==> config.mk <==
export PLATFORM = sky130hd
export DESIGN_NAME = fgprog_seq
export DESIGN_NICKNAME = d
export VERILOG_FILES = /design/src/rtl/fgprog_seq.sv
export SDC_FILE = /design/constraint.sdc
export NUM_CORES = 1
export LEC_CHECK = 0
export ABC_CLOCK_PERIOD_IN_PS = 11020
export CORE_ASPECT_RATIO = 1.2
export CORE_MARGIN = 5
export CORE_UTILIZATION = 40
export DETAILED_ROUTE_END_ITERATION = 8
export HOLD_SLACK_MARGIN = 0.1
export PLACE_DENSITY = 0.62
export SLEW_MARGIN = 0
export SYNTH_ARGS = -nofsm -noshare
export SYNTH_HDL_FRONTEND = slang
export SYNTH_SLANG_ARGS = --single-unit
==> constraint.sdc <==
create_clock -name clk -period 11.02 [get_ports clk]
set_clock_uncertainty 0.15 [all_clocks]
set_input_delay 2.204 -clock clk [delete_from_list [all_inputs] [get_ports clk]]
set_output_delay 2.204 -clock clk [all_outputs]
set_load 0.01 [all_outputs]
==> src/rtl/fgprog_seq.sv <==
module fgprog_seq #(
  parameter int NCELLS     = 4,
  parameter int NCOLS      = 2,
  parameter int CW         = 8,
  parameter int QB         = 3,
  parameter int DACW       = 12,
  parameter int RAMP_STEPS = 10,
  parameter int SETTLE     = 5,
  parameter int MAX_CYC    = 30,
  parameter int PWW        = 16,
  parameter int SUP_LO     = 1024,
  parameter int SUP_STEP   = 100,
  parameter int QDRAIN     = 2048,
  localparam int IW    = (NCELLS > 1) ? $clog2(NCELLS) : 1,
  localparam int NROWS = NCELLS / NCOLS,
  localparam int LAW   = 2 * QB
) (
  input  logic             clk,
  input  logic             rst_n,
  input  logic             start,
  input  logic [PWW-1:0]   pulse_w,
  input  logic             tgt_we,
  input  logic [IW-1:0]    tgt_waddr,
  input  logic [CW-1:0]    tgt_wdata,
  input  logic             lut_we,
  input  logic [LAW-1:0]   lut_waddr,
  input  logic [DACW-1:0]  lut_wdata,
  output logic             meas_req,
  input  logic             meas_ack,
  input  logic [CW-1:0]    meas_data,
  output logic [IW-1:0]    cell_addr,
  output logic [DACW-1:0]  dac_code,
  output logic             dac_ch,
  output logic             dac_upd,
  output logic             inj,
  output logic [NROWS-1:0] row_en,
  output logic [NCOLS-1:0] col_en,
  output logic             busy,
  output logic             done,
  output logic             timeout
);
  localparam int SW   = $clog2(RAMP_STEPS + 1);
  localparam int CCW  = $clog2(MAX_CYC + 1);
  localparam int LUTD = 1 << LAW;
  localparam logic [IW-1:0] LAST = IW'(NCELLS - 1);

  typedef enum logic [2:0] {S_IDLE, S_MEAS, S_EVAL, S_RUP, S_PSEL, S_DSET, S_PULSE, S_RDN} st_t;

  st_t              state;
  logic [IW-1:0]    idx;
  logic [SW-1:0]    step;
  logic [PWW-1:0]   tmr;
  logic [CCW-1:0]   cyc;
  logic [NCELLS-1:0] fin;
  logic [CW-1:0]    cur_r [NCELLS];
  logic [CW-1:0]    tgt_r [NCELLS];
  logic [DACW-1:0]  lut   [LUTD];
  logic [LAW-1:0]   lut_a;
  logic [DACW-1:0]  drain_code;

  function automatic logic [DACW-1:0] sup(input int k);
    return DACW'(SUP_LO + k * SUP_STEP);
  endfunction

  assign lut_a      = {cur_r[idx][CW-1 -: QB], tgt_r[idx][CW-1 -: QB]};
  assign drain_code = DACW'(QDRAIN) + lut[lut_a];
  assign cell_addr  = idx;
  assign meas_req   = (state == S_MEAS);
  assign inj        = (state == S_PULSE);
  assign busy       = (state != S_IDLE);
  assign row_en     = inj ? (NROWS'(1) << (idx / IW'(NCOLS))) : '0;
  assign col_en     = inj ? (NCOLS'(1) << (idx % IW'(NCOLS))) : '0;

  always_ff @(posedge clk) begin
    if (tgt_we) tgt_r[tgt_waddr] <= tgt_wdata;
    if (lut_we) lut[lut_waddr] <= lut_wdata;
  end

  always_ff @(posedge clk or negedge rst_n) begin
    if (!rst_n) begin
      state    <= S_IDLE;
      idx      <= '0;
      step     <= '0;
      tmr      <= '0;
      cyc      <= '0;
      fin      <= '0;
      done     <= 1'b0;
      timeout  <= 1'b0;
      dac_code <= sup(0);
      dac_ch   <= 1'b0;
      dac_upd  <= 1'b0;
      for (int i = 0; i < NCELLS; i++) cur_r[i] <= '0;
    end else begin
      dac_upd <= 1'b0;
      case (state)
        S_IDLE: if (start) begin
          fin <= '0; cyc <= '0; idx <= '0; done <= 1'b0; timeout <= 1'b0;
          state <= S_MEAS;
        end
        S_MEAS: if (meas_ack) begin
          cur_r[idx] <= meas_data;
          if (meas_data >= tgt_r[idx]) fin[idx] <= 1'b1;
          if (idx == LAST) state <= S_EVAL;
          else idx <= idx + 1'b1;
        end
        S_EVAL: begin
          idx <= '0;
          if (&fin) begin
            done <= 1'b1; state <= S_IDLE;
          end else if (cyc == CCW'(MAX_CYC)) begin
            timeout <= 1'b1; state <= S_IDLE;
          end else begin
            step <= '0; tmr <= '0; state <= S_RUP;
          end
        end
        S_RUP: begin
          if (tmr != '0) tmr <= tmr - 1'b1;
          else if (step == SW'(RAMP_STEPS)) state <= S_PSEL;
          else begin
            step <= step + 1'b1;
            dac_ch <= 1'b0; dac_code <= sup(int'(step) + 1); dac_upd <= 1'b1;
            tmr <= PWW'(SETTLE - 1);
          end
        end
        S_PSEL: begin
          if (!fin[idx]) begin
            dac_ch <= 1'b1; dac_code <= drain_code; dac_upd <= 1'b1;
            tmr <= PWW'(SETTLE - 1); state <= S_DSET;
          end else if (idx == LAST) begin
            step <= SW'(RAMP_STEPS); tmr <= '0; state <= S_RDN;
          end else idx <= idx + 1'b1;
        end
        S_DSET: begin
          if (tmr != '0) tmr <= tmr - 1'b1;
          else begin
            tmr <= (pulse_w == '0) ? '0 : pulse_w - 1'b1;
            state <= S_PULSE;
          end
        end
        S_PULSE: begin
          if (tmr != '0) tmr <= tmr - 1'b1;
          else if (idx == LAST) begin
            step <= SW'(RAMP_STEPS); tmr <= '0; state <= S_RDN;
          end else begin
            idx <= idx + 1'b1; state <= S_PSEL;
          end
        end
        S_RDN: begin
          if (tmr != '0) tmr <= tmr - 1'b1;
          else if (step == '0) begin
            cyc <= cyc + 1'b1; idx <= '0; state <= S_MEAS;
          end else begin
            step <= step - 1'b1;
            dac_ch <= 1'b0; dac_code <= sup(int'(step) - 1); dac_upd <= 1'b1;
            tmr <= PWW'(SETTLE - 1);
          end
        end
        default: state <= S_IDLE;
      endcase
    end
  end

  a_r2_req_hold: assert property (@(posedge clk) disable iff (!rst_n)
    meas_req && !meas_ack |=> meas_req && $stable(cell_addr));
  a_r7_no_pulse_finished: assert property (@(posedge clk) disable iff (!rst_n)
    inj |-> !fin[cell_addr]);
  a_r6_drain_channel: assert property (@(posedge clk) disable iff (!rst_n)
    inj |-> dac_ch);
  a_r3_upd_spacing: assert property (@(posedge clk) disable iff (!rst_n)
    dac_upd |=> !dac_upd);
  a_r10_cycle_bound: assert property (@(posedge clk) disable iff (!rst_n)
    cyc <= CCW'(MAX_CYC));
  a_r9_flags_exclusive: assert property (@(posedge clk) disable iff (!rst_n)
    !(done && timeout));
  a_r9_idle_after_done: assert property (@(posedge clk) disable iff (!rst_n)
    $rose(done) |-> !busy);
endmodule

# Yosys cells after proc, flatten, opt, wreduce, memory -nomap -nowiden
# Memory sizes are Yosys's and may differ from the RTL's.
# Cells that the tools add are included.
# totals
mem_bits_rw	800
reg_bits	82
mem_count	2
# classes
addsub	11
bitwise	2
mul	2
n_reduce_logical	25
n_eq_ne	31
mux	93
shifts	2
magnitude_cmp	5
# memory_table
name	depth	width	read_ports	rd_ports_with_merged_regs	write_ports	line	text
lut	64	12	1	0	1	57	logic [DACW-1:0] lut [LUTD];
tgt_r	4	8	1	0	1	56	logic [CW-1:0] tgt_r [NCELLS];
# op_table
op	n
$mux W16	11
$pmux W16 S6	1
$mux W12	5
$mux W4	12
$pmux W12 S3	1
$mux W3	11
$bwmux W32	1
$sub A16 B1 Y16 const B	2
$ne A2 B2 Y1 const B	15
$add A12 B12 Y12 const A	2
$mux W2	12
$mux W8	3
$pmux W3 S8	1
$mux W1	20
$pmux W4 S5	1
$bmux W8 S2	1
$demux W8 S2	1
$logic_not A16 Y1	1
$reduce_and A4 Y1	4
$reduce_bool A16 Y1	1
$mux W5	3
$add A11 B12 Y12 const A	1
$eq A3 B3 Y1 const B	4
$pmux W2 S6	1
other kinds (43)	56

# Logic depth before layout (Yosys ltp)
# Gate-level depths: netlist (run 1).
# depth
ltp_word	8
depth_mapped	18
mapped_depth_nobuf	17

# Least setup slack after synthesis (run 1)
# No wires, ideal clock.
# synth_timing
path_type	input port to flip-flop
start	input port meas_data[0]
end	register fin[0]
slack_ns	6.420
path_buffers	0
arrival_time_ns	4.293
path_stages	10
path_cell_list	inv_1 -> ha_1 -> nand2b_1 -> a21o_1 -> a21o_1 -> a21o_1 -> a21o_1 -> a21o_1 -> a2111oi_0 -> o31ai_1
# synth_between
elab_chain_cells	3
# synth_rtl
item	line	text
start, declared	30	input logic [CW-1:0] meas_data,
$ge A8 B8 Y1	102	if (meas_data >= tgt_r[idx]) fin[idx] <= 1'b1;
$ne A2 B1 Y1 (no line)	--	
$reduce_and A4 Y1 (no line)	--	
end signal, assigned	86	fin <= '0;
end signal, assigned	97	fin <= '0; cyc <= '0; idx <= '0; done <= 1'b0; timeout <= 1'b0;
end signal, assigned by index	102	
end, declared	54	logic [NCELLS-1:0] fin;
# No other way between the ends.
# A chain may end at the register's enable or synchronous reset.

# Final worst setup path (run 1)
# layout_timing
start	register idx[0], in the netlist cell_addr[0]
end	register dac_code[11]
# layout_between
elab_chain_cells	8
word_cells_on_any_way	13
cone_classes	1 x add/sub; 1 x eq/ne; 7 x mux; 1 x bitwise; 1 x reduce/logical; 2 x memory
# layout_rtl
item	line	text
start, declared	50	logic [IW-1:0] idx;
start signal, assigned	104	else idx <= idx + 1'b1;
start signal, assigned	131	end else idx <= idx + 1'b1;
$not A2 Y3 (not written as such)	65	assign lut_a = {cur_r[idx][CW-1 -: QB], tgt_r[idx][CW-1 -: QB]};
$bmux W8 S2	65	
$mux W8 (not written as such) (2 in a row)	65	
$mem_v2 Z64 W12	--	
$add A12 B12 Y12	66	assign drain_code = DACW'(QDRAIN) + lut[lut_a];
$mux W12	126	if (!fin[idx]) begin
$pmux W12 S3	95	case (state)
end signal, assigned	89	dac_code <= sup(0);
end, declared	32	output logic [DACW-1:0] dac_code,
# Several ways; a longest one is shown, not always the timed one. The select of a mux whose other input is x is not followed.

==> results.rst, run 1 <==
.. list-table::
   :header-rows: 1

   * - Metric
     - Value
   * - Die area
     - 97400 um^2
   * - Number of distinct library cells after synthesis
     - 75
   * - Number of storage elements in the synthesis netlist
     - 862
   * - Leading register cell type out of synthesis
     - sky130_fd_sc_hd__edfxtp_1
   * - Area fraction in compound gates after synthesis
     - 0.0765
   * - Run status
     - finished, final reports clean
   * - Dominant combinational cell family by area after synthesis
     - simple AND/OR/NAND/NOR gates
   * - Count of input and output buffers
     - 82
   * - Final hold violation count
     - 0
   * - Share of synthesized area spent on multiplexers
     - 0.0521
   * - Number of gates resized after cts
     - 0
   * - Tot GR Track Use
     - 0.203
   * - Fill cell count
     - 7866
   * - DRC violation count after routing
     - 0
   * - Total Nets Final
     - 2802
   * - Final routed wire length divided by cell count
     - 25.9 um
   * - CTS sink count
     - approximately 860
   * - Setup repair after global routing missed its margin
     - no
   * - Placer congestion estimate
     - 0.897
   * - Area used by multi-input combinational logic
     - 10100 um^2
   * - Antenna Violating Nets Remaining
     - 0
   * - Via-to-Cell Ratio
     - 5.83
   * - Initial antenna violation count
     - 0
   * - Final number of max-transition violations
     - 0
   * - Effective utilization at floorplan
     - 0.403
   * - Placeable core region
     - 90700 um^2
   * - Share of the cycle needed by the critical path after routing
     - 0.459
   * - FFs w/ async S/R, synth
     - 0.0719
   * - Critical path class
     - flip-flop to flip-flop
   * - Global-route wire length before repair
     - 149 mm
   * - Shortest period the worst path allows
     - between 5 and 6 ns
   * - Share of post-route cells with drive strength above 1
     - 0.111
   * - Headroom to the max-slew limit
     - 0.0867
   * - Final core utilization
     - 0.456
   * - Critical path arrival
     - 5.45 ns
   * - TNS Setup
     - 0 ns
   * - Worst hold path class
     - flip-flop to flip-flop
   * - Syn Nets
     - 2724
   * - Dpl cell area
     - slightly below 40000 um^2
   * - Critical path startpoint category
     - flip-flop
   * - Final setup fails
     - 0
   * - Maximum VDD drop
     - 138 uV
   * - Total leakage power
     - 0.0139 uW
   * - Clk slew on worst S/H paths
     - roughly 0.070 ns
   * - Synthesis warning total
     - 0
   * - Total via count after detailed routing
     - 22900
   * - Slew at the pin with the worst max-slew slack
     - 1.36 ns
   * - Aggregate routed wire length
     - 102 mm
   * - # H-tree levels
     - 3
   * - Worst hold slack across all endpoints
     - 0.352 ns
   * - Power density over cell area
     - around 240 nW/um^2
   * - Clock root buffer master
     - sky130_fd_sc_hd__clkbuf_16
   * - Count of routing violations after the opening detailed-route iteration
     - 2400
   * - Grt ovf
     - 0
   * - Synthesized instance count
     - around 2600
   * - Register area share after synthesis
     - 0.701
   * - Synthesized-area fraction occupied by xor and xnor cells
     - 0.00744
   * - I/O pin cnt
     - 83
   * - Post-cts hold buffer count
     - 0
   * - TritonCTS clock tree
     - built
   * - Max cap viols
     - 0
   * - Number of synthesized flops with an enable pin
     - 800
   * - Die Ht
     - between 300 and 400 um
   * - Storage element area
     - approximately 26000 um^2
   * - Source-to-sink clock delay at the later pin of the worst-skew pair
     - 0.67 ns
   * - Pin count of the biggest net entering global routing
     - 73
   * - Data required, critical path
     - 11.41 ns
   * - Buffers inserted by post-CTS timing repair
     - 0
   * - Fraction of the mapped netlist area in simple logic gates
     - 0.119
   * - Clock tree buffer depth
     - 3
   * - Final std cell area, no fill
     - 41400 um^2
   * - Vias in the first global route
     - 22800
   * - Kind of capture point of the worst setup path
     - flip-flop
   * - Sum of net half-perimeters after detailed placement
     - 62.7 mm
   * - Number of rows in the core area
     - around 120
   * - Total CTS buffers
     - 89
   * - Post-Synth Adder-Cell Area
     - 0.0195
   * - Largest fanout of any net on the critical path
     - 49
   * - Layout-stage area growth over the synthesis result
     - 13.3%
   * - Average instance area after synthesis
     - 14.0 um^2
   * - Cell area after synthesis
     - about 37000 um^2
   * - Die width
     - 286 um
   * - Maximum achievable frequency
     - 198 MHz
   * - Total iterations of the first detailed-routing run
     - 8
## report_power, final
| group | switching [uW] | internal (uW) | total [uW] |
|---|---|---|---|
| Combinational | 2210 | 1020 | 3240 |
| Clock | 1310 | 1720 | 3030 |
| Sequential | 91.2 | 3670 | 3770 |
## per-layer routing
metal | up-vias | track usage | share of wire
met4 | 0 | 0.0787 | 0.041
li1 | 10100 | - | -
met1 | 11500 | 0.268 | 0.40
met2 | 1130 | 0.332 | 0.48
met5 | - | 0 | 0
met3 | 176 | 0.0426 | 0.089
## area by class of cell
type,instances,area share
Clock buffer,100,0.0548
Timing Repair Buffer,138,0.0287
Multi-Input combinational cell,1567,0.243
Tap cell,1168,0.0353
Antenna cell,1,0.0000605
Sequential cell,862,0.618
Clock inverter,65,0.0166
Inverter,32,0.00306
## registers in the layout, indices dropped and copies added (netlist names)
name       count
dac_code      12
dac_upd        1
tgt_r         32
tmr           16
cur_r         12
step           4
timeout        1
done           1
cyc            5
lut          768
state          3
fin            4
cell_addr      2
dac_ch         1
## layout by cell type, fill, tap and decap left out, types with 60 or more instances in the layout
cell type                         count
sky130_fd_sc_hd__buf_4               61
sky130_fd_sc_hd__clkdlybuf4s50_1     69
sky130_fd_sc_hd__nand3_1            130
sky130_fd_sc_hd__clkbuf_16           89
sky130_fd_sc_hd__a211oi_1            60
sky130_fd_sc_hd__nand2_1            488
sky130_fd_sc_hd__nor2b_1             61
sky130_fd_sc_hd__nor2_1             130
sky130_fd_sc_hd__a31oi_1             71
sky130_fd_sc_hd__a21oi_1             62
sky130_fd_sc_hd__dfrtp_1             61
sky130_fd_sc_hd__mux4_2              60
sky130_fd_sc_hd__edfxtp_1           800
## critical path, cell delays in order (launching register included)
cell	delay [ns]
sky130_fd_sc_hd__dfrtp_1	0.37
sky130_fd_sc_hd__buf_4	0.33
sky130_fd_sc_hd__mux4_4	0.74
sky130_fd_sc_hd__clkinv_2	0.39
sky130_fd_sc_hd__buf_4	0.52
sky130_fd_sc_hd__buf_4	0.65
sky130_fd_sc_hd__a211oi_1	0.10
sky130_fd_sc_hd__a31oi_1	0.36
sky130_fd_sc_hd__o221ai_1	0.29
sky130_fd_sc_hd__or4_1	0.58
sky130_fd_sc_hd__a31oi_1	0.31
sky130_fd_sc_hd__o41ai_2	0.09
## metrics by stage
stage	instances	worst slack (ns)	total power [uW]
6_report	3933	5.96	10000
5_1_grt	3932	5.82	10500
4_1_cts	3932	5.98	10000
3_5_place_dp	3767	5.56	7020
3_3_place_gp	3767	5.72	6950
2_1_floorplan	2612	6.42	5840
## logic make-up (layout without fill, tap and decap cells)
family          count (synthesis)  in the layout
mux                           109            109
compound gates                407            407
xor+xnor                       31             31
fa+ha+maj                      54             54
simple gates                  966            966
buf+inv                       183            335
flops                         862            862
other cells                     0              1
## cell usage after synthesis (6+ instances only)
master,count,share of area
sky130_fd_sc_hd__edfxtp_1,800,0.66
sky130_fd_sc_hd__nand2_1,488,0.050
sky130_fd_sc_hd__nand3_1,130,0.018
sky130_fd_sc_hd__nor2_1,130,0.013
sky130_fd_sc_hd__buf_2,84,0.012
sky130_fd_sc_hd__a31oi_1,72,0.012
sky130_fd_sc_hd__mux4_2,63,0.039
sky130_fd_sc_hd__a21oi_1,62,0.0085
sky130_fd_sc_hd__dfrtp_1,61,0.042
sky130_fd_sc_hd__nor2b_1,61,0.010
sky130_fd_sc_hd__a211oi_1,60,0.012
sky130_fd_sc_hd__o21ai_0,51,0.0070
sky130_fd_sc_hd__ha_1,49,0.017
sky130_fd_sc_hd__nor3_1,46,0.0063
sky130_fd_sc_hd__clkbuf_1,40,0.0041
sky130_fd_sc_hd__inv_1,30,0.0031
sky130_fd_sc_hd__mux2i_1,28,0.0077
sky130_fd_sc_hd__and3_1,27,0.0046
sky130_fd_sc_hd__a311oi_1,26,0.0062
sky130_fd_sc_hd__nand4_1,26,0.0045
sky130_fd_sc_hd__a22oi_1,19,0.0039
sky130_fd_sc_hd__mux2_2,18,0.0056
sky130_fd_sc_hd__xnor2_1,17,0.0041
sky130_fd_sc_hd__o211ai_1,14,0.0029
sky130_fd_sc_hd__xor2_1,14,0.0034
sky130_fd_sc_hd__a21o_1,12,0.0025
sky130_fd_sc_hd__o31ai_1,10,0.0021
sky130_fd_sc_hd__or3_1,10,0.0017
sky130_fd_sc_hd__a32oi_1,9,0.0022
sky130_fd_sc_hd__buf_4,9,0.0019
sky130_fd_sc_hd__nor4_1,9,0.0015
sky130_fd_sc_hd__o22ai_1,9,0.0015
sky130_fd_sc_hd__buf_1,8,0.00082
sky130_fd_sc_hd__buf_6,8,0.0025
sky130_fd_sc_hd__nand2b_1,8,0.0014
sky130_fd_sc_hd__o221ai_1,8,0.0019
sky130_fd_sc_hd__a2111oi_0,6,0.0014
sky130_fd_sc_hd__o2111ai_1,6,0.0014
sky130_fd_sc_hd__o21ai_1,6,0.00082
## final timing paths
check | start | end | slack [ns] | cells past startpoint
max | cell_addr[0]$_DFFE_PN0P_ | dac_code[11]$_DFFE_PN0P_ | 5.96 | 11
min | fin[1]$_DFFE_PN0P_ | fin[1]$_DFFE_PN0P_ | 0.35 | 2
max reg2reg | cell_addr[0]$_DFFE_PN0P_ | dac_code[11]$_DFFE_PN0P_ | 5.96 | 11
min reg2reg | fin[1]$_DFFE_PN0P_ | fin[1]$_DFFE_PN0P_ | 0.35 | 2
max in group asynchronous | rst_n | dac_code[9]$_DFFE_PN0P_ | 8.47 | 2
min in group asynchronous | rst_n | cur_r[29]$_DFFE_PN0P_ | 1.60 | 2
(Power assumes the default switching activity.)
==> run 2: changes to the inputs <==
--- a/config.mk
+++ b/config.mk
@@ -5,7 +5,7 @@
 export SDC_FILE = /design/constraint.sdc
 export NUM_CORES = 1
 export LEC_CHECK = 0
-export ABC_CLOCK_PERIOD_IN_PS = 11020
+export ABC_CLOCK_PERIOD_IN_PS = 5100
 export CORE_ASPECT_RATIO = 1.2
 export CORE_MARGIN = 5
 export CORE_UTILIZATION = 40
==> constraint.sdc (replaced) <==
create_clock -name clk -period 5.1 [get_ports clk]
set_clock_uncertainty 0.15 [all_clocks]
set_input_delay 1.02 -clock clk [delete_from_list [all_inputs] [get_ports clk]]
set_output_delay 1.02 -clock clk [all_outputs]
set_load 0.01 [all_outputs]
==> run 2 against run 1 <==
Power up 120%; combinational power up 120%; sequential power up 120%; non-clock buffer count up 81; utilization up 0.72 points; first-iteration DRC count up 7.5%; die area unchanged; largest power group unchanged; largest cell class unchanged; clock power up 110%; critical path depth up 5.
==> results.rst, run 2 (synthesized netlist as in run 1, its figures left out) <==
.. list-table::
   :header-rows: 1

   * - Metric
     - Value
   * - TritonCTS clock tree
     - built
   * - Register-to-register setup slack
     - 0.41 ns (-5.55 ns)
   * - Critical path startpoint category
     - flip-flop
   * - TNS Setup
     - 0 ns (unchanged)
   * - Effective utilization at floorplan
     - 0.403 (unchanged)
   * - Slew at the pin with the worst max-slew slack
     - 1.46 ns (+0.102 ns)
   * - Largest fanout of any net on the critical path
     - 12 (-76%)
   * - Vias in the first global route
     - 23000 (+0.88%)
   * - Final setup fails
     - 0 (unchanged)
   * - Design Power
     - 21800 uW (+120%)
   * - Data required, critical path
     - 5.47 ns (-5.94 ns)
   * - Pre-CTS setup slack
     - 0.412 ns (-5.15 ns)
   * - Power density over cell area
     - 518 nW/um^2 (+110%)
   * - Critical path, cell by cell
     - inv_1 > ha_1 > nor3b_1 > ha_1 > ha_1 > ha_1 > ha_1 > fa_1 > a21oi_1 > nor2_1 > nor2_1 > xor2_1 > xnor2_1 > o31ai_1 > a31oi_1 > o41ai_2
   * - Total iterations of the first detailed-routing run
     - 5 (-3)
   * - Sum of net half-perimeters after detailed placement
     - 64.2 mm (+2.5%)
   * - Layout-stage area growth over the synthesis result
     - 15.1%
   * - Post-cts hold buffer count
     - 0 (unchanged)
   * - Reg2reg path depth
     - 16 (+5)
   * - Placer congestion estimate
     - 0.900 (+0.26%)
   * - I/O pin cnt
     - 83 (unchanged)
   * - Count of routing violations after the opening detailed-route iteration
     - 2579 (+7.5%)
   * - Die area
     - 97400 um^2 (unchanged)
   * - Buffers inserted by post-CTS timing repair
     - 0 (unchanged)
   * - Count of input and output buffers
     - 82 (unchanged)
   * - Antenna Violating Nets Remaining
     - 0 (unchanged)
   * - Setup repair after global routing missed its margin
     - no
   * - Critical path arrival
     - 5.06 ns (-0.39 ns)
   * - Number of gates resized after cts
     - 0 (unchanged)
   * - Most frequent CP cell
     - sky130_fd_sc_hd__ha_1
   * - Share of post-route cells with drive strength above 1
     - 0.133 (+0.0228)
   * - Share of the cycle needed by the critical path after routing
     - 0.919 (+0.460)
   * - Cell with the biggest individual delay on the critical path
     - sky130_fd_sc_hd__nor3b_1
   * - Top reg by flops
     - lut
   * - RR Startpoint
     - step[0]$_DFFE_PN0P_
   * - Kind of capture point of the worst setup path
     - flip-flop
   * - Total Nets Final
     - 2881 (+2.8%)
   * - Tot GR Track Use
     - 0.202 (-0.000750)
   * - Final std cell area, no fill
     - 42000 um^2 (+1.6%)
   * - Worst setup path startpoint
     - step[0]$_DFFE_PN0P_
   * - Number of rows in the core area
     - 121 (unchanged)
   * - Global-route wire length before repair
     - 149 mm (+0.19%)
   * - Max cap viols
     - 0 (unchanged)
   * - DRC violation count after routing
     - 0 (unchanged)
   * - Clock tree buffer depth
     - 3 (unchanged)
   * - Final hold violation count
     - 0 (unchanged)
   * - Share of total power in the clock network
     - 0.296 (-0.006)
   * - CTS sink count
     - 862 (unchanged)
   * - Source-to-sink clock delay at the later pin of the worst-skew pair
     - 0.65 ns (-0.02 ns)
   * - Commonest non-fill, non-tap cell in the layout
     - sky130_fd_sc_hd__edfxtp_1
   * - Worst hold path class
     - input pin to asynchronous set/reset pin
   * - Flop pwr share
     - 0.373 (-0.002)
   * - Worst stage delay on the critical path
     - 0.69 ns (-0.05 ns)
   * - Die Ht
     - 341 um (unchanged)
   * - # H-tree levels
     - 3 (unchanged)
   * - Commonest non-fill, non-tap cells in the layout
     - 800 x sky130_fd_sc_hd__edfxtp_1, 488 x sky130_fd_sc_hd__nand2_1, 130 x sky130_fd_sc_hd__nor2_1, 130 x sky130_fd_sc_hd__nand3_1, 127 x sky130_fd_sc_hd__buf_4
   * - Maximum achievable frequency
     - 213 MHz (+8.0%)
   * - Aggregate routed wire length
     - 101 mm (-0.37%)
   * - Dpl cell area
     - 39100 um^2 (+1.9%)
   * - Initial antenna violation count
     - 2 (+2)
   * - Total CTS buffers
     - 87 (-2.2%)
   * - Placeable core region
     - 90700 um^2 (unchanged)
   * - Antenna fix cells
     - 0 (-1)
   * - Headroom to the max-slew limit
     - 0.0219 (-0.0648)
   * - Gate power share
     - 0.331 (+0.008)
   * - Largest registers
     - lut x768, tgt_r x32, tmr x16
   * - Sw frac
     - 0.349 (-0.0116)
   * - Run status
     - finished, final reports clean
   * - Die width
     - 286 um (unchanged)
   * - Total via count after detailed routing
     - 23200 (+1.4%)
   * - Clk slew on worst S/H paths
     - 0.06 ns (about the same)
   * - Max reg flops
     - 768 (unchanged)
   * - Endpoint of the worst setup timing path
     - dac_code[11]$_DFFE_PN0P_
   * - Final number of max-transition violations
     - 0 (unchanged)
   * - Total leakage power
     - 0.0144 uW (+3.1%)
   * - Worst path setup slack after routing
     - 0.414 ns (-5.55 ns)
   * - Worst path depth
     - 16 (+5)
   * - Grt ovf
     - 0 (unchanged)
   * - Clock root buffer master
     - sky130_fd_sc_hd__clkbuf_16
   * - Crit path max-delay family
     - adder cells
   * - Final routed wire length divided by cell count
     - 25.3 um (-2.2%)
   * - Maximum VDD drop
     - 298 uV (+120%)
   * - Shortest period the worst path allows
     - 4.69 ns (-0.374 ns)
   * - Pin count of the biggest net entering global routing
     - 101 (+38%)
   * - CP Buf/Inv Count
     - 1 (-3)
   * - Net load switching power
     - 7590 uW (+110%)
   * - Critical R2R Capture
     - dac_code[11]$_DFFE_PN0P_
   * - Critical path class
     - flip-flop to flip-flop
   * - Internal cell power
     - 14200 uW (+120%)
   * - Via-to-Cell Ratio
     - 5.80 (-0.44%)
==> run 2: final cells by class <==
type	count	area, um^2
clock buffers	102	2340
clock inverters	57	539
fillers	7743	48700
inverters	32	126
multi-input cells	1567	10100
flip-flops and latches	862	25600
well taps	1168	1460
repair buffers	219	1910
==> run 2: worst min-delay path by stage <==
stage                       startpoint                      end  slack (ns)  cells past startpoint
2_1_floorplan       fin[2]$_DFFE_PN0P_       fin[2]$_DFFE_PN0P_        0.31                      2
3_3_place_gp   dac_code[4]$_DFFE_PN0P_  dac_code[4]$_DFFE_PN0P_        0.33                      2
3_5_place_dp   dac_code[4]$_DFFE_PN0P_  dac_code[4]$_DFFE_PN0P_        0.34                      2
4_1_cts                          rst_n       fin[0]$_DFFE_PN0P_        0.20                      1
5_1_grt                          rst_n       fin[1]$_DFFE_PN0P_        0.25                      1
6_report                         rst_n       fin[0]$_DFFE_PN0P_        0.21                      1
==> run 2: power groups by stage <==
| stage | clock network (uW) | registers, uW | logic, uW |
|---|---|---|---|
| detailed placement | 0 | 8260 | 7160 |
| CTS | 6530 | 8110 | 7200 |
| global route | 6820 | 8130 | 7740 |
| global placement | 0 | 8240 | 7080 |
| finish | 6430 | 8120 | 7200 |
| floorplan | 0 | 8200 | 4420 |
==> run 2: metrics by stage <==
step / util / std cells / hold WS [ns]
final: 0.463 / 4007 / 0.211
after global placement: 0.432 / 3848 / 0.327
after floorplan: - / 2612 / 0.308
after CTS: 0.463 / 4007 / 0.198
after detailed placement: 0.432 / 3848 / 0.343
after global routing: 0.463 / 4007 / 0.246
==> run 2: layer usage <==
layer  wire length, um  global-route usage  vias to the layer above
met5                27                   0                        -
met4              3830              0.0716                        4
met3              7970              0.0343                      202
met2             49800               0.344                     1000
met1             39700               0.265                    11800
li1                  -                   -                    10300
==> run 2: worst register-to-register path, delay by kind of cell (launching register included) <==
family	cells	cell delay, ns
simple gates	3	0.88
flops	1	0.52
buf+inv	1	0.25
xor+xnor	2	0.35
compound gates	4	0.56
fa+ha+maj	6	1.85
